$ cat config.mk
export PLATFORM = sky130hd
export DESIGN_NAME = spi_dual
export DESIGN_NICKNAME = d
export VERILOG_FILES = /design/src/rtl/spi_dual.sv
export SDC_FILE = /design/constraint.sdc
export NUM_CORES = 1
export LEC_CHECK = 0
export BUFFER_PORTS_ARGS = -buffer_cell sky130_fd_sc_hd__buf_4
export CORE_ASPECT_RATIO = 0.8
export CORE_MARGIN = 4
export CORE_UTILIZATION = 45
export CTS_CLUSTER_SIZE = 10
export DETAILED_ROUTE_END_ITERATION = 8
export GPL_ROUTABILITY_DRIVEN = 0
export PLACE_DENSITY = 0.64
export SYNTH_ARGS = -nofsm -noshare
export SYNTH_HDL_FRONTEND = slang
export SYNTH_SLANG_ARGS = --single-unit
$ cat constraint.sdc
create_clock -name clk -period 7.3 [get_ports clk]
set_clock_uncertainty 0.1 [all_clocks]
set_input_delay 1.46 -clock clk [delete_from_list [all_inputs] [get_ports clk]]
set_output_delay 1.46 -clock clk [all_outputs]
set_load 0.1 [all_outputs]
$ cat src/rtl/spi_dual.sv
module spi_dual #(
  parameter int W = 8
) (
  input  logic         clk,
  input  logic         rst_n,
  input  logic         ctrl_we,
  input  logic [7:0]   ctrl_wdata,
  input  logic         data_we,
  input  logic [W-1:0] data_wdata,
  output logic [W-1:0] data_rdata,
  input  logic         done_clr,
  output logic         done,
  input  logic         wcol_clr,
  output logic         wcol,
  input  logic         sck_i,
  output logic         sck_o,
  output logic         sck_oe,
  input  logic         csn_i,
  output logic         csn_o,
  output logic         csn_oe,
  input  logic         sdi,
  output logic         sdo,
  output logic         sdo_oe
);
  localparam int EDGES = 2 * W;
  localparam int CW = $clog2(EDGES + 1);
  localparam logic [CW-1:0] LAST = CW'(EDGES);
  localparam logic [CW-1:0] PENULT = CW'(EDGES - 1);

  logic [7:0]    ctrl_q;
  logic [W-1:0]  sreg;
  logic [CW-1:0] cnt;
  logic [7:0]    div_cnt;
  logic          busy, sck_q, sdo_q;
  logic [2:0]    sck_s, csn_s;

  logic en, master, cpol, cpha, lsbf, cs_en;
  logic [1:0] dv;
  assign {dv, cs_en, lsbf, cpha, cpol, master, en} = ctrl_q;

  function automatic logic outbit(input logic [W-1:0] v, input logic lsb);
    return lsb ? v[0] : v[W-1];
  endfunction

  logic [7:0] half_m1;
  logic sel, sel_rise, sel_fall, s_act, tick, edge_ev, lead, cap, launch, inprog, start, byte_end;
  logic [W-1:0] shifted;

  assign half_m1  = (8'd2 << {dv, 1'b0}) - 8'd1;
  assign sel      = cs_en ? ~csn_s[1] : 1'b1;
  assign sel_rise = cs_en & ~csn_s[1] & csn_s[2];
  assign sel_fall = cs_en & csn_s[1] & ~csn_s[2];
  assign s_act    = en & ~master & sel;
  assign tick     = busy && div_cnt == 8'd0;
  assign edge_ev  = master ? (tick && cnt != LAST) : (s_act && (sck_s[1] ^ sck_s[2]));
  assign lead     = ~cnt[0];
  assign cap      = edge_ev & (lead ^ cpha);
  assign launch   = edge_ev & ~(lead ^ cpha);
  assign inprog   = busy | (s_act && cnt != '0);
  assign start    = en & master & data_we & ~busy;
  assign shifted  = lsbf ? {sdi, sreg[W-1:1]} : {sreg[W-2:0], sdi};
  assign byte_end = ~ctrl_we & (master ? (tick && cnt == LAST) : (edge_ev && cnt == PENULT));

  always_ff @(posedge clk or negedge rst_n) begin
    if (!rst_n) begin
      ctrl_q  <= '0;
      sreg    <= '0;
      cnt     <= '0;
      div_cnt <= '0;
      busy    <= 1'b0;
      sck_q   <= 1'b0;
      sdo_q   <= 1'b0;
      sck_s   <= '0;
      csn_s   <= '1;
      done    <= 1'b0;
      wcol    <= 1'b0;
    end else begin
      sck_s <= {sck_s[1:0], sck_i};
      csn_s <= {csn_s[1:0], csn_i};

      if (ctrl_we) begin
        ctrl_q <= ctrl_wdata;
        busy   <= 1'b0;
        cnt    <= '0;
        sck_q  <= ctrl_wdata[2];
      end else if (start) begin
        busy    <= 1'b1;
        cnt     <= '0;
        div_cnt <= half_m1;
        sck_q   <= cpol;
      end else if (busy) begin
        if (div_cnt != 8'd0) div_cnt <= div_cnt - 8'd1;
        else begin
          div_cnt <= half_m1;
          if (cnt == LAST) busy <= 1'b0;
          else begin
            sck_q <= ~sck_q;
            cnt   <= cnt + CW'(1);
          end
        end
      end else if (!master) begin
        if (sel_rise || sel_fall) cnt <= '0;
        else if (edge_ev) cnt <= (cnt == PENULT) ? '0 : cnt + CW'(1);
      end

      if (data_we && !inprog) begin
        sreg  <= data_wdata;
        sdo_q <= outbit(data_wdata, lsbf);
      end else if (cap) sreg <= shifted;
      else if (launch) sdo_q <= outbit(sreg, lsbf);
      else if (sel_rise && !cpha) sdo_q <= outbit(sreg, lsbf);

      if (byte_end) done <= 1'b1;
      else if (done_clr) done <= 1'b0;

      if (data_we && inprog) wcol <= 1'b1;
      else if (wcol_clr) wcol <= 1'b0;
    end
  end

  assign data_rdata = sreg;
  assign sck_o  = busy ? sck_q : cpol;
  assign sck_oe = en & master;
  assign csn_o  = ~busy;
  assign csn_oe = en & master & cs_en;
  assign sdo    = sdo_q;
  assign sdo_oe = en & (master | sel);

  assert_off_idle_R1: assert property (@(posedge clk) disable iff (!rst_n)
    !en |=> !busy);
  assert_cnt_bound_R2: assert property (@(posedge clk) disable iff (!rst_n)
    cnt <= LAST);
  assert_done_hold_R3: assert property (@(posedge clk) disable iff (!rst_n)
    (done && !done_clr) |=> done);
  assert_cs_first_R13: assert property (@(posedge clk) disable iff (!rst_n)
    (en && master && cs_en && !$past(ctrl_we) && sck_o != $past(sck_o)) |-> (!csn_o && !$past(csn_o)));
  assert_wcol_set_R12: assert property (@(posedge clk) disable iff (!rst_n)
    (data_we && busy) |=> wcol);
  assert_abort_R11: assert property (@(posedge clk) disable iff (!rst_n)
    (en && !master && cs_en && !ctrl_we && $rose(csn_s[1])) |=> cnt == '0);
endmodule

==> results.tsv <==
stage	metric	value	unit
cells_and_area	Ant. Diodes	0	
run_status	status	complete, no violations	
route	drt total wl	4830	um
global_routing	vias in the first global route	1651	
power	Max VDD drop	430	uV
floorplanning	Top-Level Pins	41	
global_routing	largest net degree at the start of global routing	41	
place	# placed instances	308	
route	Via density	5.53	
place	IO Port Bufs	40	
synth	Synth Instances	215	
synth	number of synthesized flops with an enable pin	0	
synth	Top FF cell, synth	dfrtp_1	
clocking	post-cts resize count	0	
cells_and_area	Final Non-Filler Cells	316	
route	WL per Instance	15.3	um
timing	Fmax	341	MHz
synth	Mean Syn Cell Area	10.7	sq um
clocking	Post-CTS Setup Bufs	0	
cells_and_area	fin util	58.0	%
global_routing	Overflow after GRT	0	
synth	synthesized cell area	0.00230	sq mm
synth	top post-synthesis cells by count	dfrtp_1, mux2_2, nand2_1	
clocking	Num CTS Buffers	5	
setup_path	worst-path fanout max	12	
timing	endpoints failing setup	0	
clocking	clk slew on worst S/H paths	0.08	ns
setup_path	Reg2Reg Capture Point	sdo	
setup_path	reg2reg path depth	7	
cells_and_area	FF+latch area	0.00100	sq mm
floorplanning	Die Y-Extent	71.9	um
place	Detail Placement HPWL	3700	um
clocking	worst skew pair latency	0.28	ns
synth	Yosys top cell by area	dfrtp_1	
floorplanning	# rows	22	
setup_path	CP Data Required Time	5.74	ns
setup_path	R2R setup slack	4.45	ns
timing	setup TNS	0	ns
timing	Final Max Slew Viols	0	
route	Routed Antenna Nets	0	
timing	final period utilization	40.1	%
synth	post-synthesis sequential area ratio	43.8	%
power	PwrDens	348	mW/mm^2
setup_path	worst setup path category	flop to output port	
timing	Rel. slew slack	41.9	%
cells_and_area	area of the multi-input gates	0.00121	sq mm
clocking	Clk Tree Root Cell	clkbuf_8	
cells_and_area	layout cell share with drive strength beyond 1	31.6	%
floorplanning	Starting Density	48.2	%
timing	Worst-Margin Slew	0.868	ns
floorplanning	chip width	87.9	um
timing	final hold violation count	0	
clocking	Clock Sinks	40	
synth	syn_nets	247	
route	initial DRC count	114	
timing	fin crit period	2.93	ns
synth	synthesized flop and latch total	40	
synth	Yosys warnings	0	
synth	Post-synth ARST share	100	%
setup_path	reg-to-reg startpoint	cnt[0]	
worst_hold_path	min-delay src	sck_s[0]	
setup_path	CP endpoint kind	output port	
clocking	H-Tree Depth	2	
synth	Cell variety after synth	60	
power	P_leak	1.21	nW
synth	top post-synthesis cells by area	dfrtp_1, mux2_2, mux2_1, ha_1, dfstp_2	
global_routing	GRT Total Usage	16.4	%
global_routing	initial antenna violation count	0	
worst_hold_path	hold path depth	0	
clocking	TritonCTS clock tree	yes	
worst_hold_path	type of the worst min-delay path	flop to flop	
worst_hold_path	hold endpoint	sck_s[1]	
run	max-cap viol count	0	
synth	top-area cell type share of the netlist area	40.3	%
timing	unrepaired setup endpoints after global routing	false	
cells_and_area	Area Overhead vs Synth	20.4	%
route	# DRC	0	
floorplanning	core region area	0.00476	sq mm
global_routing	first-pass GRT wire length	8160	um
clocking	Longest Clk Path Bufs	2	
setup_path	CP startpoint kind	flop	
route	DR pass1 iterations	4	
route	detailed-route via count	1748	
floorplanning	die area	0.00632	sq mm
cells_and_area	Nets	287	
setup_path	CP arrival	1.37	ns
cells_and_area	fillers	418	
clocking	# hold bufs at CTS	0	
synth	most frequent cell after synthesis	dfrtp_1	
-- worst max path at each step --
stage	slack (ns)	end	startpoint
after floorplan	3.06	sck_o	busy
after global placement	4.12	sdo	data_we
after detailed placement	4.08	sdo	data_we
after CTS	4.32	sck_o	busy
after global routing	4.21	div_cnt[3]	data_we
final	4.37	sck_o	busy
-- final cells by class --
cell class                 count  area share, %
clock buffer                   6           2.99
timing repair buffer          40           10.9
multi-input combinational    155           43.9
sequential                    40           36.4
inverter                      13           1.77
clock inverter                 2           1.40
tap                           60           2.72
-- metrics by stage --
step	power (W)	hold WS [ns]	area [sq um]	worst slack, ns
2_1_floorplan	0.000672	0.231	2300	3.06
3_3_place_gp	0.000774	0.231	2640	4.12
3_5_place_dp	0.000778	0.239	2640	4.08
4_1_cts	0.000971	0.257	2760	4.32
5_1_grt	0.00102	0.271	2760	4.21
6_report	0.000963	0.254	2760	4.37
-- flip-flops by register name, indices dropped and copies added (netlist names) --
signal	cells
div_cnt	8
busy	1
cnt	5
sck_s	3
sdo	1
done	1
sck_q	1
wcol	1
ctrl_q	8
data_rdata	8
csn_s	3
-- layout by cell type, fill, tap and decap left out, types with 2 or more instances in the layout --
cell type / n
a21o_1: 2
a21oi_1: 11
a31oi_1: 2
buf_4: 40
clkbuf_8: 6
dfrtp_1: 37
dfstp_2: 3
ha_1: 7
inv_1: 13
mux2_1: 12
mux2_2: 16
mux2i_1: 3
nand2_1: 16
nand2b_1: 3
nand3_1: 5
nand4b_1: 3
nor2_1: 7
nor2b_1: 2
nor3_1: 3
nor3b_1: 2
nor3b_2: 2
nor4bb_1: 2
o211a_1: 2
o21ai_0: 13
o21ai_1: 2
o22a_1: 2
o32ai_1: 2
or3_1: 2
xor2_1: 4
-- where the power goes --
group | leakage (nW) | internal, W | switching, W | total (W)
Combinational | 0.666 | 0.000138 | 0.000293 | 0.000431
Sequential | 0.486 | 0.000275 | 0.0000668 | 0.000342
Clock | 0.0614 | 0.000112 | 0.0000779 | 0.000190
Total | 1.21 | 0.000525 | 0.000438 | 0.000963
-- worst max-delay path: stages (launching register included) --
cell,delay [ns]
dfrtp_1,0.51
o21ai_0,0.25
buf_4,0.33
-- metal layers --
layer / GRT usage [%] / routed length [um]
met5: 0 / 0
met4: 3.07 / 22
met3: 3.41 / 155
met2: 21.7 / 2030
met1: 27.2 / 2610
-- logic make-up (layout without fill, tap and decap cells) --
family	count (synthesis)	count (layout)	synth area share, %
adder cells (fa/ha/maj)	7	7	3.81
XOR/XNOR	5	5	1.91
multiplexers	33	33	16.7
AO/OA/AOI/OAI	48	48	13.6
AND/OR/NAND/NOR	62	62	16.8
flip-flops	40	40	43.8
buffers and inverters	20	61	3.38
Power figures use the tool's default switching activity.
